**config.mk**
```make
export PLATFORM = sky130hd
export DESIGN_NAME = rst_supervisor
export DESIGN_NICKNAME = d
export VERILOG_FILES = /design/src/rtl/rsv_pkg.sv /design/src/rtl/rsv_sync.sv /design/src/rtl/rsv_button_filter.sv /design/src/rtl/rsv_watchdog.sv /design/src/rtl/rsv_recovery.sv /design/src/rtl/rst_supervisor.sv
export SDC_FILE = /design/constraint.sdc
export NUM_CORES = 1
export LEC_CHECK = 0
export BUFFER_PORTS_ARGS = -buffer_cell sky130_fd_sc_hd__clkbuf_2
export CAP_MARGIN = 20
export CORE_MARGIN = 8
export CORE_UTILIZATION = 25
export DETAILED_ROUTE_END_ITERATION = 8
export PLACE_DENSITY = 0.41
export SYNTH_ARGS = -nofsm -noshare
export SYNTH_HDL_FRONTEND = slang
export SYNTH_HIERARCHICAL = 1
export SYNTH_SLANG_ARGS = --single-unit
```
**constraint.sdc**
```tcl
create_clock -name clk -period 3.25 [get_ports clk]
set_clock_uncertainty 0.05 [all_clocks]
set_input_delay 0.1625 -clock clk [delete_from_list [all_inputs] [get_ports clk]]
set_output_delay 0.1625 -clock clk [all_outputs]
set_load 0.005 [all_outputs]
```
**src/rtl/rsv_pkg.sv**
```systemverilog
package rsv_pkg;
  localparam int NUM_IN   = 3;
  localparam int IDX_SUP  = 0;
  localparam int IDX_BTN  = 1;
  localparam int IDX_KICK = 2;

  typedef logic [NUM_IN-1:0] raw_in_t;

  // Supply assumed good and button released after power-on; kick idles low.
  localparam raw_in_t SYNC_INIT = raw_in_t'(3'b011);
endpackage

```
**src/rtl/rsv_sync.sv**
```systemverilog
module rsv_sync #(
  parameter int W = 1,
  parameter logic [W-1:0] INIT = '0
) (
  input  logic         clk,
  input  logic         rst,
  input  logic [W-1:0] d,
  output logic [W-1:0] q
);
  logic [W-1:0] meta_q;
  logic [W-1:0] sync_q;

  genvar i;
  generate
    for (i = 0; i < W; i++) begin : g_bit
      always_ff @(posedge clk) begin
        if (rst) begin
          meta_q[i] <= INIT[i];
          sync_q[i] <= INIT[i];
        end else begin
          meta_q[i] <= d[i];
          sync_q[i] <= meta_q[i];
        end
      end
    end
  endgenerate

  assign q = sync_q;
endmodule

```
**src/rtl/rsv_button_filter.sv**
```systemverilog
module rsv_button_filter #(
  parameter int GLITCH_CYC = 100
) (
  input  logic clk,
  input  logic rst,
  input  logic btn_s,
  output logic pressed
);
  localparam int GL_W = (GLITCH_CYC < 2) ? 1 : $clog2(GLITCH_CYC + 1);
  localparam logic [GL_W-1:0] LAST = GL_W'(GLITCH_CYC - 1);

  logic [GL_W-1:0] low_cnt;
  logic            pressed_q;

  always_ff @(posedge clk) begin
    if (rst) begin
      low_cnt   <= '0;
      pressed_q <= 1'b0;
    end else if (btn_s) begin
      low_cnt   <= '0;
      pressed_q <= 1'b0;
    end else if (!pressed_q) begin
      if (low_cnt == LAST) begin
        pressed_q <= 1'b1;
      end else begin
        low_cnt <= low_cnt + 1'b1;
      end
    end
  end

  assign pressed = pressed_q;
endmodule

```
**src/rtl/rsv_watchdog.sv**
```systemverilog
module rsv_watchdog #(
  parameter int WD_CYC = 1600000
) (
  input  logic                       clk,
  input  logic                       rst,
  input  logic                       tick,
  input  logic                       enable,
  input  logic                       clear,
  input  logic                       kick_s,
  output logic                       expire,
  output logic [$clog2(WD_CYC)-1:0]  count
);
  localparam int WD_W = $clog2(WD_CYC);
  localparam logic [WD_W-1:0] LAST = WD_W'(WD_CYC - 1);

  logic            kick_d;
  logic            kick_edge;
  logic [WD_W-1:0] cnt_q;
  logic            expire_q;

  assign kick_edge = kick_s ^ kick_d;

  always_ff @(posedge clk) begin
    if (rst) begin
      kick_d   <= 1'b0;
      cnt_q    <= '0;
      expire_q <= 1'b0;
    end else begin
      kick_d   <= kick_s;
      expire_q <= 1'b0;
      if (!enable || clear || kick_edge) begin
        cnt_q <= '0;
      end else if (tick) begin
        if (cnt_q == LAST) begin
          cnt_q    <= '0;
          expire_q <= 1'b1;
        end else begin
          cnt_q <= cnt_q + 1'b1;
        end
      end
    end
  end

  assign expire = expire_q;
  assign count  = cnt_q;
endmodule

```
**src/rtl/rsv_recovery.sv**
```systemverilog
module rsv_recovery #(
  parameter int REC_CYC = 200000
) (
  input  logic clk,
  input  logic rst,
  input  logic tick,
  input  logic hold,
  input  logic fire,
  output logic active_nxt
);
  localparam int REC_W = $clog2(REC_CYC + 1);
  localparam logic [REC_W-1:0] FULL = REC_W'(REC_CYC);

  logic [REC_W-1:0] remain_q;
  logic [REC_W-1:0] remain_nxt;

  always_comb begin
    remain_nxt = remain_q;
    if (hold || fire) begin
      remain_nxt = FULL;
    end else if (tick && (remain_q != '0)) begin
      remain_nxt = remain_q - 1'b1;
    end
  end

  always_ff @(posedge clk) begin
    if (rst) begin
      remain_q <= FULL;
    end else begin
      remain_q <= remain_nxt;
    end
  end

  assign active_nxt = (remain_nxt != '0);
endmodule

```
**src/rtl/rst_supervisor.sv**
```systemverilog
module rst_supervisor
  import rsv_pkg::*;
#(
  parameter int REC_CYC    = 200000,
  parameter int WD_CYC     = 1600000,
  parameter int GLITCH_CYC = 100
) (
  input  logic clk,
  input  logic rst,
  input  logic tick,
  input  logic supply_ok,
  input  logic button_n,
  input  logic wd_enable,
  input  logic wd_kick,
  output logic sys_rst_n,
  output logic sys_rst,
  output logic wd_caused
);
  localparam int WD_W = $clog2(WD_CYC);

  raw_in_t         raw_in;
  raw_in_t         syn_in;
  logic            sup_fail;
  logic            pressed;
  logic            hold;
  logic            wd_trig;
  logic [WD_W-1:0] wd_cnt;
  logic            active_nxt;
  logic            sys_rst_q;
  logic            sys_rst_n_q;
  logic            wd_caused_q;

  assign raw_in[IDX_SUP]  = supply_ok;
  assign raw_in[IDX_BTN]  = button_n;
  assign raw_in[IDX_KICK] = wd_kick;

  rsv_sync #(.W(NUM_IN), .INIT(SYNC_INIT)) u_sync (
    .clk (clk),
    .rst (rst),
    .d   (raw_in),
    .q   (syn_in)
  );

  assign sup_fail = ~syn_in[IDX_SUP];

  rsv_button_filter #(.GLITCH_CYC(GLITCH_CYC)) u_btn (
    .clk     (clk),
    .rst     (rst),
    .btn_s   (syn_in[IDX_BTN]),
    .pressed (pressed)
  );

  rsv_watchdog #(.WD_CYC(WD_CYC)) u_wd (
    .clk    (clk),
    .rst    (rst),
    .tick   (tick),
    .enable (wd_enable),
    .clear  (sys_rst_q),
    .kick_s (syn_in[IDX_KICK]),
    .expire (wd_trig),
    .count  (wd_cnt)
  );

  assign hold = sup_fail | pressed;

  rsv_recovery #(.REC_CYC(REC_CYC)) u_rec (
    .clk        (clk),
    .rst        (rst),
    .tick       (tick),
    .hold       (hold),
    .fire       (wd_trig),
    .active_nxt (active_nxt)
  );

  always_ff @(posedge clk) begin
    if (rst) begin
      sys_rst_q   <= 1'b1;
      sys_rst_n_q <= 1'b0;
      wd_caused_q <= 1'b0;
    end else begin
      sys_rst_q   <= active_nxt;
      sys_rst_n_q <= ~active_nxt;
      if (wd_trig) begin
        wd_caused_q <= 1'b1;
      end else if (hold) begin
        wd_caused_q <= 1'b0;
      end
    end
  end

  assign sys_rst   = sys_rst_q;
  assign sys_rst_n = sys_rst_n_q;
  assign wd_caused = wd_caused_q;
endmodule

```
=== Word level (Yosys, flattened, before mapping) ===
Cells that the tools add are included.

* Output and inout bits: 3
* Logic and storage cells: 47
* Bits of input ports: 7
* Register bits: 58

* Bitwise operators: 7
* Reduce and logical (&&, ||, !) cells: 12
* Muxes and demuxes: 8
* Add/subtract/negate cells: 3
* Equal/unequal tests: 2

{| class="wikitable"
|+ Operator list
! operator !! count
|-
| two-way mux 18 bit || 2
|-
| nonzero test 18 bit || 2
|-
| adder 21 x 1 -> 21 bit (second input constant) || 1
|-
| == test 21 bit (second input constant) || 1
|-
| two-way mux 21 bit || 1
|-
| subtractor 18 x 1 -> 18 bit (second input constant) || 1
|-
| adder 7 x 1 -> 7 bit (second input constant) || 1
|-
| == test 7 bit (second input constant) || 1
|-
| two-way mux 1 bit || 5
|-
| NOT 1 bit || 5
|-
| OR reduction 2 bit || 2
|-
| logical OR 1 bit || 3
|-
| OR reduction 3 bit || 1
|-
| AND reduction 2 bit || 1
|-
| nonzero test 2 bit || 1
|-
| logical AND 1 bit || 1
|-
| zero test 1 bit || 1
|-
| bitwise OR 1 bit || 1
|-
| bitwise XOR 1 bit || 1
|}

=== Longest topological paths before layout ===
Gate-level depths: netlist of run 1.

* Word-level depth: 6
* Gate-level depth with buffers: 10
* Depth with buffers taken out: 10

=== Hierarchy ===
The synthesis of run 1 kept the hierarchy.

{| class="wikitable"
|+ By module, submodules not included
! module !! cells an instance !! sequential area each (µm²) !! area an instance (µm²) !! times used
|-
| rsv_recovery || 135 || 360.3 || 1134.8 || 1
|-
| rsv_watchdog || 123 || 460.4 || 1109.8 || 1
|-
| rsv_button_filter || 40 || 160.2 || 371.6 || 1
|-
| rsv_sync || 12 || 120.1 || 157.7 || 1
|-
| rst_supervisor || 9 || 60.1 || 90.1 || 1
|}

=== Worst setup path before layout of run 1 ===
OpenSTA, ideal clock, no wires.

* Kind: register -> register
* Start point: register u_rec.remain_q[0]
* End point: register sys_rst_q (netlist: sys_rst)
* Setup slack: 0.672 ns
* Clock period less this slack: 2.578 ns
* Path buffers: 0
* Setup time: 0.114 ns
* Cell stages (with the launch flop): 11
* Required time: 3.086 ns
* Arrival time: 2.415 ns
* Cells stage by stage: dfxtp_1 -> inv_1 -> ha_1 -> and4bb_2 -> and3_1 -> and4b_1 -> nor3_2 -> o2111ai_1 -> or4_1 -> nor2_1 -> inv_1

* Longest elaborated chain between the ends: 5
* Elaborated cells between the ends (all ways): 6
* Classes of those cells: add/sub: 1; mux: 2; reduce/logical: 3

{| class="wikitable"
|+ RTL lines
! item !! line !! text
|-
| start, declared || rsv_recovery.sv:14 || <nowiki>logic [REC_W-1:0] remain_q;</nowiki>
|-
| start signal, assigned || rsv_recovery.sv:30 || <nowiki>remain_q <= remain_nxt;</nowiki>
|-
| parallel branches: the longest is 2 deep, another holds subtractor 18 x 1 -> 18 bit || n/a ||
|-
| two-way mux 18 bit (*) || rsv_recovery.sv:21 || <nowiki>end else if (tick && (remain_q != '0)) begin</nowiki>
|-
| two-way mux 18 bit (*) || rsv_recovery.sv:19 || <nowiki>if (hold || fire) begin</nowiki>
|-
| nonzero test 18 bit (*) || rsv_recovery.sv:34 || <nowiki>assign active_nxt = (remain_nxt != '0);</nowiki>
|-
| net active_nxt || rst_supervisor.sv:28 || <nowiki>logic active_nxt;</nowiki>
|-
| end signal, assigned || rst_supervisor.sv:81 || <nowiki>sys_rst_q <= active_nxt;</nowiki>
|-
| end, declared || rst_supervisor.sv:29 || <nowiki>logic sys_rst_q;</nowiki>
|}

Mark *: on every way through the listed nets, which the timed path passes.
A chain may end at the register's enable or synchronous reset.

=== Worst setup path in the final report of run 1 ===
Ends and elaborated chain as after synthesis.

==> results of run 1 <==
logic make-up (layout without fill, tap and decap cells):
group	Yosys count	after routing	share of synthesized area, %
simple gates	160	160	33.68
flops	58	58	40.54
compound gates	45	45	11.23
xor+xnor	26	26	7.951
buf+inv	21	40	3.189
mux	6	6	2.097
fa+ha+maj	3	3	1.311
critical path, stage by stage, from the launching register on:
cell       delay (ps)
dfxtp_1           520
inv_1             110
ha_1              300
and4bb_2          310
and3_1            240
and4b_1           250
nor3_2            150
o2111ai_1         100
or4_1             540
nor2_1            140
inv_1              50
how the worst min path moves through the flow:
stage	endpoint	start	slack, ps	cells after the start
floorplan	wd_caused	rst	180	1
global placement	u_sync/meta_q[1]	button_n	290	2
detailed placement	u_sync/meta_q[1]	button_n	300	2
CTS	wd_caused	rst	140	2
global route	wd_caused	rst	160	2
finish	wd_caused	rst	140	2
cell usage after synthesis (all sizes together), types with 4 or more instances:
cell     n
a21oi   16
and4b    4
clkbuf   7
dfxtp   58
inv     11
mux2i    6
nand2   27
nand3   11
nand4   14
nand4b   4
nor2    41
nor2b    4
nor3     8
nor4    13
nor4b    5
o21ai    8
or2      6
or3      8
xnor2   14
xor2    12
state kept, by name, summed over array words and instances, names as in the netlist:
name,cells
u_sync/meta_q,3
u_btn/low_cnt,7
u_sync/q,3
u_wd/count,21
sys_rst,1
wd_caused,1
u_rec/remain_q,18
u_wd/expire,1
u_wd/kick_d,1
u_btn/pressed,1
sys_rst_n,1
cell usage in the layout, fill, tap and decap left out, types with 8 or more instances in the layout:
cell type | netlist | layout
inv_1 | 11 | 11
xnor2_1 | 14 | 14
or3_1 | 8 | 8
a21oi_1 | 16 | 16
nand2_1 | 27 | 27
xor2_1 | 12 | 12
nand3_1 | 11 | 11
clkbuf_16 | 0 | 9
dfxtp_1 | 58 | 58
nor4_1 | 8 | 8
nand4_1 | 12 | 12
clkbuf_2 | 1 | 9
nor2_1 | 40 | 40
layer usage:
metal	vias up	GRT usage (%)	routed length (um)
met4	0	3.837	114
met3	14	3.105	259
met2	29	13.93	2906
met5	-	0	0
li1	1185	-	-
met1	1063	10.96	3037
layout make-up:
cell class                 count  area share, %
sequential                    58          33.87
timing repair buffer          13          2.409
multi-input combinational    240          47.01
clock inverter                 5          2.920
inverter                      11          1.204
clock buffer                  11          7.372
tap                          143          5.219
through the flow:
stage	cells	instance area, um2	total power [mW]
finish	481	3428	1.999
global route	481	3428	2.086
CTS	481	3428	2.033
detailed placement	462	3045	0.8944
global placement	462	3045	0.8967
floorplan	319	2864	0.8622
power breakdown:
| group | leakage [nW] | internal (mW) | total [mW] | switching [mW] |
|---|---|---|---|---|
| clock | 0.176 | 0.787 | 1.12 | 0.329 |
| sequential | 0.470 | 0.728 | 0.755 | 0.0274 |
| combinational | 0.547 | 0.0556 | 0.128 | 0.0723 |
==> results.txt, run 1 <==
The worst-case setup margin in the final layout is 392.0 ps. For this design the top-level I/O count stands at 10. The number of flops mapped to enable cells by yosys came out at 0. The largest fanout on the critical path came out at 7. The flow ran to the end, and the final reports show no timing, DRC or antenna violations.

Compared with the post-synthesis result, the final layout area differs by 19.70%. The number of antenna cells inserted came out at 0. Averaged over all synthesized cells, the footprint is 8.978 um2. Entering global routing, the biggest net connects 20 pins. The remaining number of nets flagged by the antenna check after routing is 0. The global-route congestion overflow total is 0. IR analysis of the VDD net gives a maximum drop of 0.0003804 V. Dividing total power by cell area gives a power density of 583.2 nW/um2. TritonCTS built the clock tree. The worst min-delay path class is in -> reg.

Cells fill 30.28% of the core in the end. The later-pin clock latency in the skew report came out at 330 ps. The number of nets in the layout is 343. The number of different library cells in the post-synthesis netlist is 62. The number of antenna violations at the first check in global routing is 0. For this design, the CTS-stage hold fixing added 3 buffers. The final routed DRC violation total came out at 0. The final RePlAce weighted congestion came out at 0.7765.

In this run the number of H-tree levels came out at 3. Gates resized during post-CTS repair numbered 0. STA puts the critical path data arrival time at 3030 ps.

The number of global-route vias before repair is 2149. The total clock buffers created by CTS is 9. The first-pass GRT wire length is 10660 um.

The flip-flop and latch area is 1161 um2. The tool flagged a number of max-cap violations equal to 0. Synthesis inferred 58 register bits. For this design, the sink count on the clock tree is 58. The post-placement worst setup slack came out at 418.7 ps. The fraction of the cycle the final worst path needs came out at 87.94%. The number of hold violations in the final report came out at 0. The relative slew slack is 44.65%. Summing every instance area after synthesis gives 2864 um2.

The number of cells on the worst reg-to-reg path is 10. The post-detailed-route via-to-cell ratio came out at 4.763. The clock-pin slew of the registers on the worst-case setup and hold paths came out at 50 ps. Tracing the worst setup path back leads to its startpoint at u_rec/remain_q[0]. The die covers 15140 um2. The final layout contains routed wiring with a total length of 6318 um. The die extent in x is 123.0 um. Across all register-to-register paths, the minimum setup slack is 390 ps. The data required time at the worst endpoint came out at 3420 ps. Among all flip-flop cells after synthesis, the most frequent one is dfxtp_1.

The total area of multi-input combinational cells is 1612 um2. The worst path in the final design needs a cycle of 2858 ps, including I/O delays and setup. The worst slack on hold paths came out at 139.6 ps. The post-synthesis cell count is 319. In the final routed layout, each cell accounts on average for 13.14 um.

The analysis attributes to cell leakage a power of 1.193 nW. The largest buffer count on any clock path came out at 2. By startpoint and endpoint, the worst setup path is classified as reg -> reg. The total half-perimeter wirelength after legalization and detailed placement is 4485 um.

The total of buffers placed on input and output ports came out at 9. The total track usage came out at 8.927%. The actual slew at the worst max-slew pin came out at 830.1 ps. The critical path ends at sys_rst. The post-CTS setup repair buffer count came out at 0. The total negative slack is 0 ps.

In the post-synthesis netlist, the biggest area contributors are dfxtp_1 41%, nor2_1 5.2%, xnor2_1 4.3%, xor2_1 3.7%, nand2_1 3.5%. The end of the worst register-to-register path is sys_rst. In this run the critical register-to-register path is launched from u_rec/remain_q[0].

Counting flops with an async set or reset pin after synthesis yields a share of 0%. The initial cell density of the core is 25.30%. The synthesis warning total is 6. Sequential cells were found to cover 40.54% of the synthesized design area. The cell sitting at the root of the clock tree is a clkbuf_16. Of the cells placed in the final design, the portion with a size suffix greater than 1 is 13.91%.

The final-report setup violation count came out at 0. The die height is 123.0 um. The worst setup path is captured at a flip-flop. The kind of launch point of the worst setup path is a flip-flop. Setup repair after global routing left no endpoint under its margin. The final max-slew violation count is 0. The core region is 11320 um2.

The number of fillers in the final layout is 1225. The number of detailed-route iterations in the first pass came out at 4. When the netlist entered floorplanning its net count stood at 329.

The dominant cell type by area after synthesis is dfxtp_1. The standard-cell row count is 39. Summing over every cut layer, the via total after detailed routing is 2291. After the first detailed-routing iteration, the DRC count stood at 192. The top cell type by area accounts for 40.54% of the synthesized area.

The maximum clock frequency came out at 0.3499 GHz.
(Power assumes the default switching activity.)
==> inputs of run 2 (changes only) <==
Settings changed: SYNTH_HIERARCHICAL 1 to unset.
==> results.txt, run 2 <==
The total number of vias was 2151 (-6.1%). The number of detailed-route iterations in the first pass was 4 (unchanged). Counting instances in the post-synthesis netlist gives the leading cell types as 58 x dfxtp_1, 58 x nor2_1, 24 x nand2_1, 17 x xor2_1.

The total half-perimeter wirelength after legalization and detailed placement came out at 3984 um (-11%). Of all cell types, the one taking the most synthesized area is dfxtp_1. The worst setup path is captured at a flip-flop. The final max-slew violation count came out at 0 (unchanged). The global-route congestion overflow total came out at 0 (unchanged).

The launch point of the critical path is u_rec.remain_q[6]. The data arrival at the endpoint of the critical path is 3030 ps (about the same). The relative slew slack came out at 55.39% (+11 points). The later-pin clock latency in the skew report came to 340 ps (about the same). The die height came to 119.4 um (-3.0%). The fraction of the cycle the final worst path needs is 88.03% (+0.096 points). The largest buffer count on any clock path is 2 (unchanged).

The number of antenna violations at the first check in global routing came out at 0 (unchanged). The synthesis warning total is 0 (-6). The TritonCTS clock tree is done. The post-synthesis cell count came to 313 (-1.9%). The area inside the core boundary came out at 10370 um2 (-8.4%).

The number of synthesized register bits is 58 (unchanged). The initial cell density of the core is 25.76% (+0.46 points). The die area is 14250 um2 (-5.9%). The number of nets in the layout is 338 (-1.5%). For this design, the slowest cell found on the critical path is or4_4.

The largest fanout on the critical path was 5 (-2). The standard-cell row count came to 37 (-5.1%). The final-report setup violation count is 0 (unchanged). The total negative slack is 0 ps (unchanged).

The tightest min-delay check is of the in -> reg type. The most numerous cell type found on the critical path is or4_4. The fraction of final layout cells with drive strength greater than 1 was 12.91% (-0.99 points). The per-cell routed wire length is 12.00 um (-8.6%). The max-cap violation count was 0 (unchanged).

The flow ran to the end, and the final reports show no timing, DRC or antenna violations. The post-detailed-route via-to-cell ratio is 4.586 (-3.7%). The clock-pin slew of the registers on the worst-case setup and hold paths came out at 70 ps (+20 ps). The fraction of post-synthesis cell area in the top cell type by area is 43.47% (+2.9 points).

The worst voltage drop across the vdd grid came out at 0.0001429 V (-62%). Yosys attributes the largest share of cell area to dfxtp_1 43%, nor2_1 8.1%, xor2_1 5.6%, xnor2_1 4.6%, nand2_1 3.4%. Setup repair after global routing left no endpoint under its margin.

The initial DRC count is 115 (-40%). The total clock sinks came to 58 (unchanged). STA classifies the critical path startpoint as a flip-flop. The start point of the worst min-delay path is rst. The areal power density over the cells was 494.6 nW/um2 (-15%). The number of hold violations in the final report came out at 0 (unchanged). The number of flops mapped to enable cells by yosys came out at 0 (unchanged). The number of global-route vias before repair is 2089 (-2.8%).

The number of levels in the clock H-tree came to 3 (unchanged). The number of antenna cells inserted came out at 0 (unchanged). The sum of internal, switching and leakage power is 1.519 mW (-24%). The mean instance size in the synthesized netlist came out at 8.535 um2 (-4.9%).

The final RePlAce weighted congestion came out at 0.7662 (-1.3%). The cell sitting at the root of the clock tree is a clkbuf_8. The top cell types in the final layout, fill and taps aside, are 58 x nor2_1, 58 x dfxtp_1, 24 x nand2_1.

The maximum clock frequency came out at 0.3495 GHz (-0.11%). The number of different library cells in the post-synthesis netlist is 44 (-29%). The overall routed net length came out at 5630 um (-11%).

The signal on the critical path passes through or4_4 > or4_4 > nor4_1 > mux2i_1 > nand4_1 > or4_1. The data required time at the worst endpoint is 3420 ps (about the same). The peak per-stage delay on the critical path is 560 ps (+20 ps). The worst setup path is of the reg -> reg kind. The total of buffers placed on input and output ports came out at 9 (unchanged). The sequential element share of the synthesized area came out at 43.47% (+2.9 points).

The async set-reset flop share out of synthesis is 0% (unchanged). The worst register-to-register path begins at u_rec.remain_q[6]. The final routed DRC violation total was 0 (unchanged).

For this run, the leading register cell type out of synthesis is dfxtp_1. The post-synthesis net count came to 323 (-1.8%). The standby leakage power came out at 1.000 nW (-16%). The total clock buffers created by CTS came out at 9 (unchanged).

The number of top-level pins is 10 (unchanged). The sum of buffers and inverters on the critical path came to 0 (-2). The largest net degree at the start of global routing is 18 (-10%).

The clock period minus worst slack is 2861 ps (+3.111 ps). The first-pass GRT wire length was 9625 um (-9.7%). The total track usage came out at 8.358% (-0.57 points). The cell family contributing the most delay on the critical path is simple AND/OR/NAND/NOR gates.

The number of instances resized during post-cts repair is 0 (unchanged). The actual slew at the worst max-slew pin came out at 669.1 ps (-161.0 ps). The cell area after technology mapping was 2671 um2 (-6.7%). The signed area change from the synthesized netlist to the final layout came out at 14.94%. The number of flip-flops in the largest register is 21 (unchanged). The remaining number of nets flagged by the antenna check after routing was 0 (unchanged). The die extent in x came out at 119.4 um (-3.0%).
## run 2: changes by cell type in the layout (fill, tap and decap cells not counted), moves of 4 or more
cell | previous run | this run
clkbuf_16 | 9 | 0
nor2_1 | 40 | 58
or2_1 | 4 | 0
nand4_1 | 12 | 8
xor2_1 | 12 | 17
clkbuf_8 | 2 | 10
a21oi_1 | 16 | 12
nor4_2 | 4 | 0
or2_2 | 2 | 8
inv_1 | 11 | 6
and4b_1 | 4 | 0
## run 2: area by class of cell
class / instances / area (um2)
fillers: 1132 / 7300
multi-input cells: 239 / 1431
flip-flops and latches: 58 / 1161
well taps: 136 / 170.2
clock buffers: 11 / 141.4
repair buffers: 14 / 90.09
clock inverters: 5 / 53.80
inverters: 6 / 22.52
## run 2: worst paths after layout
path                               endpoint  slack (ps)  cells after the start
worst max-delay path                sys_rst         390                      6
worst min-delay path            u_sync.q[2]         100                      2
worst max register to register      sys_rst         390                      6
worst min register to register  u_sync.q[1]         360                      1
## run 2: report_power, final
group	leakage [nW]	switching [mW]	internal [mW]	total (mW)
combinational	0.427	0.0645	0.0455	0.110
clock	0.103	0.298	0.372	0.670
sequential	0.470	0.0130	0.725	0.738
## run 2: cells by family after synthesis
group,after synthesis,share of synthesized area [%]
AO/OA/AOI/OAI,34,8.057
flip-flops,58,43.47
XOR/XNOR,31,10.16
adder cells (fa/ha/maj),3,1.405
AND/OR/NAND/NOR,165,31.71
buffers and inverters,16,2.951
multiplexers,6,2.248
## run 2: metal layers
layer  track usage (%)  up-vias  part of all wire (%)
met3             2.834       12                   2.6
li1                  -     1115                     -
met2             13.28       17                    45
met4             4.762        0                   2.8
met1             9.677     1007                    50
met5                 0        -                     0
## run 2: through the flow
stage | hold WS, ps | setup WS (ps) | cells | area [um2] | utilization [%]
CTS | 94.87 | 399.6 | 469 | 3070 | 29.61
floorplan | 216.3 | 579.1 | 313 | 2671 | -
global route | 121.3 | 222.6 | 469 | 3070 | 29.61
finish | 95.65 | 388.9 | 469 | 3070 | 29.61
detailed placement | 296.4 | 440.0 | 450 | 2845 | 27.44
global placement | 297.5 | 453.6 | 450 | 2845 | 27.44
## run 2: timing repair
action                    in CTS  in global routing
hold buffers                   3                  0
buffers inserted               0                  0
hold endpoints to repair       3                  0
